`src/rtl/tmr_evt_pkg.sv`:
```
package tmr_evt_pkg;
    localparam int REG_W   = 8;
    localparam int EN_BASE = 4;
    localparam int SYNC_N  = 3;
endpackage

```
`src/rtl/tmr_evt_chan.sv`:
```
module tmr_evt_chan #(
    parameter int CW = 16
) (
    input  logic          clk,
    input  logic          rst_n,
    input  logic          run,
    input  logic          cap_mode,
    input  logic          cap_pin,
    input  logic          gr_load,
    input  logic [CW-1:0] gr_value,
    output logic          set_evt,
    output logic [CW-1:0] gr_o
);
    import tmr_evt_pkg::*;

    typedef struct packed {
        logic [CW-1:0]     cnt;
        logic [CW-1:0]     gr;
        logic [SYNC_N-1:0] sync;
    } chan_t;

    chan_t st_d, st_q;
    logic  rise;
    logic  cap_hit;
    logic  cmp_hit;

    always_comb begin
        st_d    = st_q;
        rise    = st_q.sync[1] & ~st_q.sync[2];
        cap_hit = cap_mode & rise;
        cmp_hit = ~cap_mode & (st_q.cnt == st_q.gr);
        set_evt = cap_hit | cmp_hit;
        if (run) begin
            st_d.cnt = st_q.cnt + 1'b1;
        end
        if (cap_hit) begin
            st_d.gr = st_q.cnt;
        end else if (gr_load) begin
            st_d.gr = gr_value;
        end
        st_d.sync = {st_q.sync[1], st_q.sync[0], cap_pin};
    end

    always_ff @(posedge clk or negedge rst_n) begin
        if (!rst_n) begin
            st_q.cnt  <= '0;
            st_q.gr   <= '1;
            st_q.sync <= '0;
        end else begin
            st_q <= st_d;
        end
    end

    assign gr_o = st_q.gr;
endmodule

```
`src/rtl/tmr_evt_regs.sv`:
```
module tmr_evt_regs #(
    parameter int NCH = 3
) (
    input  logic                         clk,
    input  logic                         rst_n,
    input  logic                         rd_en,
    input  logic                         wr_en,
    input  logic [tmr_evt_pkg::REG_W-1:0] wr_data,
    input  logic [NCH-1:0]               set_evt,
    input  logic [NCH-1:0]               dma_ack,
    output logic [NCH-1:0]               flag_o,
    output logic [NCH-1:0]               en_o
);
    import tmr_evt_pkg::*;

    typedef struct packed {
        logic [NCH-1:0] flag;
        logic [NCH-1:0] en;
        logic [NCH-1:0] arm;
    } regs_t;

    regs_t          st_d, st_q;
    logic [NCH-1:0] clr;

    always_comb begin
        st_d = st_q;
        for (int i = 0; i < NCH; i++) begin
            clr[i]       = dma_ack[i] | (wr_en & ~wr_data[i] & st_q.arm[i]);
            st_d.flag[i] = set_evt[i] | (st_q.flag[i] & ~clr[i]);
            if (wr_en) begin
                st_d.arm[i] = 1'b0;
                st_d.en[i]  = wr_data[EN_BASE+i];
            end else if (rd_en && st_q.flag[i]) begin
                st_d.arm[i] = 1'b1;
            end
        end
    end

    always_ff @(posedge clk or negedge rst_n) begin
        if (!rst_n) begin
            st_q <= '0;
        end else begin
            st_q <= st_d;
        end
    end

    assign flag_o = st_q.flag;
    assign en_o   = st_q.en;
endmodule

```
`src/rtl/tmr_evt_flags.sv`:
```
module tmr_evt_flags #(
    parameter int NCH = 3,
    parameter int CW  = 16
) (
    input  logic                          clk,
    input  logic                          rst_n,
    input  logic [NCH-1:0]                run,
    input  logic [NCH-1:0]                cap_mode,
    input  logic [NCH-1:0]                cap_pin,
    input  logic [NCH-1:0]                gr_load,
    input  logic [CW-1:0]                 gr_value,
    input  logic                          rd_en,
    input  logic                          wr_en,
    input  logic [tmr_evt_pkg::REG_W-1:0] wr_data,
    input  logic [NCH-1:0]                dma_ack,
    output logic [tmr_evt_pkg::REG_W-1:0] rd_data,
    output logic [NCH-1:0]                irq,
    output logic [NCH*CW-1:0]             gr_out
);
    import tmr_evt_pkg::*;

    logic [NCH-1:0] set_evt;
    logic [NCH-1:0] flag;
    logic [NCH-1:0] en;

    for (genvar c = 0; c < NCH; c++) begin : g_chan
        tmr_evt_chan #(.CW(CW)) u_chan (
            .clk      (clk),
            .rst_n    (rst_n),
            .run      (run[c]),
            .cap_mode (cap_mode[c]),
            .cap_pin  (cap_pin[c]),
            .gr_load  (gr_load[c]),
            .gr_value (gr_value),
            .set_evt  (set_evt[c]),
            .gr_o     (gr_out[c*CW +: CW])
        );
    end

    tmr_evt_regs #(.NCH(NCH)) u_regs (
        .clk     (clk),
        .rst_n   (rst_n),
        .rd_en   (rd_en),
        .wr_en   (wr_en),
        .wr_data (wr_data),
        .set_evt (set_evt),
        .dma_ack (dma_ack),
        .flag_o  (flag),
        .en_o    (en)
    );

    for (genvar b = 0; b < REG_W; b++) begin : g_bit
        if (b < NCH) begin : g_flag
            assign rd_data[b] = flag[b];
        end else if (b >= EN_BASE && b < EN_BASE + NCH) begin : g_en
            assign rd_data[b] = en[b-EN_BASE];
        end else begin : g_pad
            assign rd_data[b] = 1'b1;
        end
    end

    assign irq = flag & en;
endmodule

```
`config.mk`:
```
export PLATFORM = sky130hd
export DESIGN_NAME = tmr_evt_flags
export DESIGN_NICKNAME = d
export VERILOG_FILES = /design/src/rtl/tmr_evt_pkg.sv /design/src/rtl/tmr_evt_chan.sv /design/src/rtl/tmr_evt_regs.sv /design/src/rtl/tmr_evt_flags.sv
export SDC_FILE = /design/constraint.sdc
export NUM_CORES = 1
export LEC_CHECK = 0
export CAP_MARGIN = 5
export CELL_PAD_IN_SITES_DETAIL_PLACEMENT = 1
export CELL_PAD_IN_SITES_GLOBAL_PLACEMENT = 2
export CORE_MARGIN = 2
export CORE_UTILIZATION = 35
export DETAILED_ROUTE_END_ITERATION = 7
export DONT_BUFFER_PORTS = 1
export GPL_ROUTABILITY_DRIVEN = 1
export PLACE_DENSITY_LB_ADDON = 0.2
export REMOVE_ABC_BUFFERS = 1
export SYNTH_ARGS = -nofsm -noshare
export SYNTH_HDL_FRONTEND = slang
export SYNTH_SLANG_ARGS = --single-unit
```
`constraint.sdc`:
```
create_clock -name clk -period 1.5 [get_ports clk]
set_input_delay 0.225 -clock clk [delete_from_list [all_inputs] [get_ports clk]]
set_output_delay 0.225 -clock clk [all_outputs]
set_load 0.005 [all_outputs]
```
==> qor.yml, run 1 <==
outcome:
  status: "finished, violations left"
  violations: "negative hold slack, negative setup slack"
timing:
  hold_violations: 114
  min_period_ps: 1526
  layout_setup_ws_ps: -26.11
  setup_viol_count_final: 1
  fin_worst_skew_ps: 9.381
  grt_setup_unrepaired: "yes"
  hold_slack_ps: -495.6
  slew_viol_final: 0
  period_share_pct: 101.7
  max_freq_ghz: 0.6553
place:
  gp_congestion: 0.7964
  portBuffers: 0
  pre_cts_ws_ps: -103.6
  dpl.hpwl_microns: 11180
worst_setup_path:
  arrival_ps: 1840
  rr_startpoint: "g_chan[2].u_chan.gr_o[6]"
  startpoint_type: "flip-flop"
  cp_max_fo: 2
  path_buf_inv: 1
  critPathMaxStageDelay_ps: 540
  cp_cell_sequence: "xor2_1 -> nor4_2 -> buf_4 -> nand4_1 -> o311ai_2"
  cp_top_family: "flip-flops"
  critPathRequiredTime_ps: 1820
  cp-startpoint: "g_chan[2].u_chan.gr_o[6]"
  end_kind: "flip-flop"
  critPathSlowestCell: "dfstp_2"
  worstSetupPathType: "reg -> reg"
logic_synthesis:
  synth_ff_type: "dfrtp_1"
  syn_inst: 546
  synth_area_leaders: "dfrtp_1 28%, dfstp_2 21%, xor2_1 9.8%, mux2i_1 8.1%, buf_4 7.2%"
  syn-cell-area_sq_um: 5963
  synth_top_cell_by_area: "dfrtp_1"
  yosysWarnings: 0
  syn_avg_cell_area_sq_um: 10.92
  ys_seq_area_share_pct: 48.85
  netlist.area_leader.share_pct: 27.70
  synth_seq_cells: 114
  synthTopCellsByCount: "67 x xor2_1, 66 x dfrtp_1, 60 x nor2_1"
  synth-async-reset-ratio_pct: 100.0
  synth-edff-count: 0
  ys_types: 31
  yosysMostFrequentCell: "xor2_1"
clock_network:
  clk_pin_slew_worst_paths_ps: 50
  cts_htree_levels: 4
  clock_path_buffers: 2
  numCtsBuffers: 17
  cts_sinks: 114
  hold_buffers: 27
  clock_latency_ps: 420
  cts_tree: "yes"
  cts-root-buf: "clkbuf_16"
grt:
  grt_util_all_layers_pct: 18.63
  grt_pass1_vias: 4274
  grt-ovfl-total: 0
  antenna_found_initial: 0
  grt_start_max_net_pins: 115
  grt_pass1_wl_microns: 24880
floorplan:
  die_area_sq_um: 18100
  dieHeight_microns: 134.5
  io_pins: 102
  fp.dieW_microns: 134.5
  std_cell_rows: 47
  core_sq_um: 16640
  start_util_pct: 35.83
drt:
  via_per_inst: 4.832
  wire_per_inst_microns: 19.34
  vias: 4006
  drc: 0
  first_pass_iters: 4
  wl_microns: 16030
  ant_nets: 0
  drtIter0Drc: 146
pwr:
  power.density_nw_per_um2: 1456
  power_uw: 10650
  ir_drop_v: 0.0007686
  p_leak_uw: 0.003442
final_layout:
  drive_above_1_share_pct: 31.86
  area_delta_synth_final_pct: 22.66
  layout.nets: 642
  antenna_cells: 0
flow_run:
  cap_violations: 0
worst_hold_path:
  hold_path.class: "in -> async"
-- logic make-up (layout without fill, tap and decap cells) --
| logic type | after synthesis | in the layout | share of synthesized area [%] |
|---|---|---|---|
| XOR/XNOR | 93 | 93 | 13.66 |
| AO/OA/AOI/OAI | 54 | 54 | 5.099 |
| flip-flops | 114 | 114 | 48.85 |
| multiplexers | 54 | 54 | 9.190 |
| buffers and inverters | 83 | 145 | 9.316 |
| other | 1 | 2 | 0.06289 |
| adder cells (fa/ha/maj) | 3 | 3 | 0.6295 |
| AND/OR/NAND/NOR | 144 | 144 | 13.20 |
-- flip-flops by register name, indices dropped and copies added, names as in the netlist --
signal	cells
u_regs.flag_o	3
g_chan.u_chan.gr_o	48
g_chan.u_chan.st_d	6
g_chan.u_chan.st_q	51
u_regs.st_q	3
u_regs.en_o	3
-- final timing paths --
kind | slack, ps | to | depth (start not counted)
max | -30 | u_regs.flag_o[2] | 5
max in group asynchronous | 1770 | g_chan[1].u_chan.gr_o[12] | 0
min in group clk | 10 | g_chan[1].u_chan.st_q[22] | 2
min | -500 | u_regs.en_o[0] | 0
min reg2reg | 350 | g_chan[1].u_chan.st_d[2] | 0
max reg2reg | -30 | u_regs.flag_o[2] | 5
-- per-stage QoR --
stage | util (%) | instances | area (sq um) | TNS, ps | hold WS [ps]
2_1_floorplan | - | 466 | 5419 | 0 | -70.59
5_1_grt | 43.95 | 829 | 7315 | -512.3 | -520.7
4_1_cts | 43.24 | 826 | 7197 | -47.78 | -511.0
6_report | 43.95 | 829 | 7315 | -26.11 | -495.6
3_5_place_dp | 38.05 | 766 | 6332 | -184.4 | -66.25
3_3_place_gp | 38.05 | 766 | 6332 | -107.0 | -66.43
-- worst reg2reg max path, cell delays in order, from the launching register on --
cell and delay, ps:
dfstp_2 540, xor2_1 70, nor4_2 310, buf_4 160, nand4_1 120, o311ai_2 240
-- layout make-up --
cell class,instances,area [sq um]
fill,1798,9328
inverter,2,7.507
clock inverter,7,60.06
tap,220,275.3
clock buffer,25,475.5
timing repair buffer,111,960.9
sequential,114,2915
multi-input combinational,350,2620
-- where the power goes --
group	internal (uW)	total [uW]	leakage (uW)	switching (uW)
Combinational	1430	2710	0.00182	1280
Clock	2340	3710	0.000269	1360
Sequential	3730	4230	0.00135	503
-- routing by layer --
metal | GRT usage, % | part of all wire, % | vias to the layer above
li1 | - | - | 1896
met1 | 23.28 | 43 | 1997
met2 | 29.59 | 49 | 90
met3 | 6.719 | 6.4 | 23
met4 | 7.193 | 2.0 | 0
met5 | 0 | 0 | -
-- placed cells by master, fill, tap and decap left out, drive strengths merged, types with 4 or more instances in the layout --
| cell type | count |
|---|---|
| a21oi | 51 |
| and2 | 4 |
| and3 | 9 |
| buf | 84 |
| clkbuf | 25 |
| clkinv | 6 |
| dfrtp | 66 |
| dfstp | 48 |
| dlygate4sd3 | 27 |
| mux2 | 6 |
| mux2i | 48 |
| nand2 | 15 |
| nand3 | 10 |
| nand3b | 9 |
| nand4 | 16 |
| nor2 | 60 |
| nor3 | 8 |
| nor4 | 9 |
| xnor2 | 26 |
| xor2 | 67 |
-- repair_timing --
item                       in CTS  in global routing
pin swaps                       3                 15
setup endpoints to repair       6                 17
hold endpoints to repair      152                114
buffers inserted                1                  4
resized for setup              10                 19
Power figures use the tool's default switching activity.
==> run 2, diff against run 1 <==
Settings changed: HOLD_SLACK_MARGIN from default to 0.06, SKIP_CTS_REPAIR_TIMING from default to 1.
==> qor.yml, run 2 (synthesis results as in run 1) <==
worst_setup_path:
  rr_startpoint: "g_chan[2].u_chan.gr_o[2]"  # was g_chan[2].u_chan.gr_o[6]
  critPathRequiredTime_ps: 1820  # about the same
  end_kind: "flip-flop"  # unchanged
  worstSetupPathType: "reg -> reg"  # unchanged
  cp_cell_sequence: "xor2_1 -> nor4_1 -> nand4_1 -> o311ai_2"  # was xor2_1 -> nor4_2 -> buf_4 -> nand4_1 -> o311ai_2
  critPathSlowestCell: "dfstp_2"  # unchanged
  startpoint_type: "flip-flop"  # unchanged
  r2r_end: "u_regs.flag_o[2]"  # unchanged
  cp_max_fo: 2  # unchanged
  critPathMaxStageDelay_ps: 540  # about the same
  arrival_ps: 1890  # was 1840 ps
  reg2reg_depth: 4  # was 5
  r2r_slack_ps: -70  # was -30 ps
grt:
  grt_util_all_layers_pct: 18.05  # was 18.63%
  antenna_found_initial: 0  # unchanged
  grt-ovfl-total: 0  # unchanged
  grt_pass1_wl_microns: 24030  # was 24880 microns
  grt_start_max_net_pins: 115  # unchanged
  grt_pass1_vias: 4093  # was 4274
floorplan:
  start_util_pct: 35.83  # unchanged
  die_area_sq_um: 18100  # unchanged
  std_cell_rows: 47  # unchanged
  io_pins: 102  # unchanged
  dieHeight_microns: 134.5  # unchanged
  fp.dieW_microns: 134.5  # unchanged
  core_sq_um: 16640  # unchanged
timing:
  hold_violations: 114  # unchanged
  min_period_ps: 1572  # was 1526 ps
  max_freq_ghz: 0.6362  # was 0.6553 GHz
  slew_viol_final: 0  # unchanged
  hold_slack_ps: -491.1  # was -495.6 ps
  layout_setup_ws_ps: -71.86  # was -26.11 ps
  tns_ps: -71.86  # was -26.11 ps
  grt_setup_unrepaired: "yes"  # unchanged
  fin_worst_skew_ps: 8.016  # was 9.381 ps
  worst_pin_slew_ps: 1039
  period_share_pct: 104.8  # was 101.7%
  setup_viol_count_final: 1  # unchanged
  relSlewSlack_pct: 30.54
place:
  placedInstanceArea_sq_um: 6332  # unchanged
  portBuffers: 0  # unchanged
  dpl.hpwl_microns: 11180  # unchanged
  gp_congestion: 0.7964  # unchanged
final_layout:
  final_cell_area_sq_um: 7418  # was 7315 sq um
  final_common_cell: "buf_4"  # unchanged
  largest-register: "g_chan.u_chan.st_q"  # unchanged
  layout.nets: 655  # was 642
  area_delta_synth_final_pct: 24.40  # was 22.66%
  final_cell_mix: "77 x buf_4, 67 x xor2_1, 64 x dfrtp_1"  # was 75 x buf_4, 67 x xor2_1, 64 x dfrtp_1
  antenna_cells: 0  # unchanged
  drive_above_1_share_pct: 31.03  # was 31.86%
  largest_reg_flops: 51  # unchanged
outcome:
  status: "finished, violations left"  # unchanged
  violations: "negative hold slack, negative setup slack"  # unchanged
clock_network:
  clk_pin_slew_worst_paths_ps: 50  # about the same
  numCtsBuffers: 17  # unchanged
  cts_tree: "yes"  # unchanged
  clock_latency_ps: 410  # was 420 ps
  clock_path_buffers: 2  # unchanged
  cts_htree_levels: 4  # unchanged
  cts_sinks: 114  # unchanged
  cts-root-buf: "clkbuf_16"  # unchanged
drt:
  first_pass_iters: 5  # was 4
  wl_microns: 16510  # was 16030 microns
  ant_nets: 0  # unchanged
  via_per_inst: 4.793  # was 4.832
  vias: 4036  # was 4006
  wire_per_inst_microns: 19.61  # was 19.34 microns
  drtIter0Drc: 156  # was 146
  drc: 0  # unchanged
pwr:
  netSwitchingFraction_pct: 29.85  # was 29.53%
  seqPwrFrac_pct: 39.4  # was 39.8%
  p_switching_uw: 3206  # was 3144 uW
  p_leak_uw: 0.003499  # was 0.003442 uW
  power.density_nw_per_um2: 1448  # was 1456 nW/um^2
  p_int_uw: 7535  # was 7502 uW
  combPwrFrac_pct: 26.1  # was 25.4%
  ir_drop_v: 0.0007573  # was 0.0007686 V
  clkPwrFrac_pct: 34.5  # was 34.8%
flow_run:
  cap_violations: 0  # unchanged
worst_hold_path:
  hold_path.class: "in -> async"  # unchanged
==> run 2: cell types whose count changed in the layout (fill, tap and decap cells not counted), sizes merged <==
| cell | change |
|---|---|
| buf | +1 |
| dlygate4sd3 | +12 |
==> run 2: worst max-delay path by stage <==
stage,from,endpoint,slack (ps),cells after the start
after floorplan,g_chan[0].u_chan.st_q[2],g_chan[0].u_chan.gr_o[0],100,3
after global placement,g_chan[2].u_chan.gr_o[6],u_regs.flag_o[2],-110,5
after detailed placement,g_chan[2].u_chan.gr_o[6],u_regs.flag_o[2],-100,5
after CTS,g_chan[2].u_chan.gr_o[6],u_regs.flag_o[2],-120,5
after global routing,g_chan[2].u_chan.gr_o[6],u_regs.flag_o[2],-130,5
final,g_chan[2].u_chan.gr_o[2],u_regs.flag_o[2],-70,4
==> run 2: cell type report <==
type,instances,area (sq um)
Sequential cell,114,2915
Multi-Input combinational cell,350,2600
Inverter,2,7.507
Clock inverter,7,60.06
Timing Repair Buffer,124,1085
Tap cell,220,275.3
Clock buffer,25,475.5
Fill cell,1812,9224
==> run 2: power by group through the flow <==
stage / Clock, uW / Combinational [uW] / Sequential [uW]
after floorplan: 0 / 1070 / 4390
after global placement: 0 / 2330 / 4220
after detailed placement: 0 / 2400 / 4250
after CTS: 3800 / 2420 / 4210
after global routing: 3960 / 3080 / 4320
final: 3710 / 2800 / 4230
==> run 2: routing by layer <==
metal	share of wire [%]	wire, microns	vias up	GRT usage, %
met1	45	7430	2022	22.63
met3	4.7	783	10	6.757
li1	-	-	1926	-
met4	0.87	144	0	6.257
met2	49	8153	78	28.74
met5	0	0	-	0
==> run 2: through the flow <==
| stage | total power (uW) | setup slack [ps] | util [%] | instances |
|---|---|---|---|---|
| after floorplan | 5451 | 102.2 | - | 466 |
| after global placement | 6546 | -107.0 | 38.05 | 766 |
| after detailed placement | 6645 | -103.6 | 38.05 | 766 |
| after CTS | 10430 | -121.4 | 41.27 | 798 |
| after global routing | 11360 | -132.7 | 44.58 | 842 |
| final | 10740 | -71.86 | 44.58 | 842 |
==> run 2: worst max-delay path, delay by kind of cell (launching register included) <==
family	cells	cell delay, ps
flops	1	540
compound gates	1	230
xor+xnor	1	80
simple gates	2	620
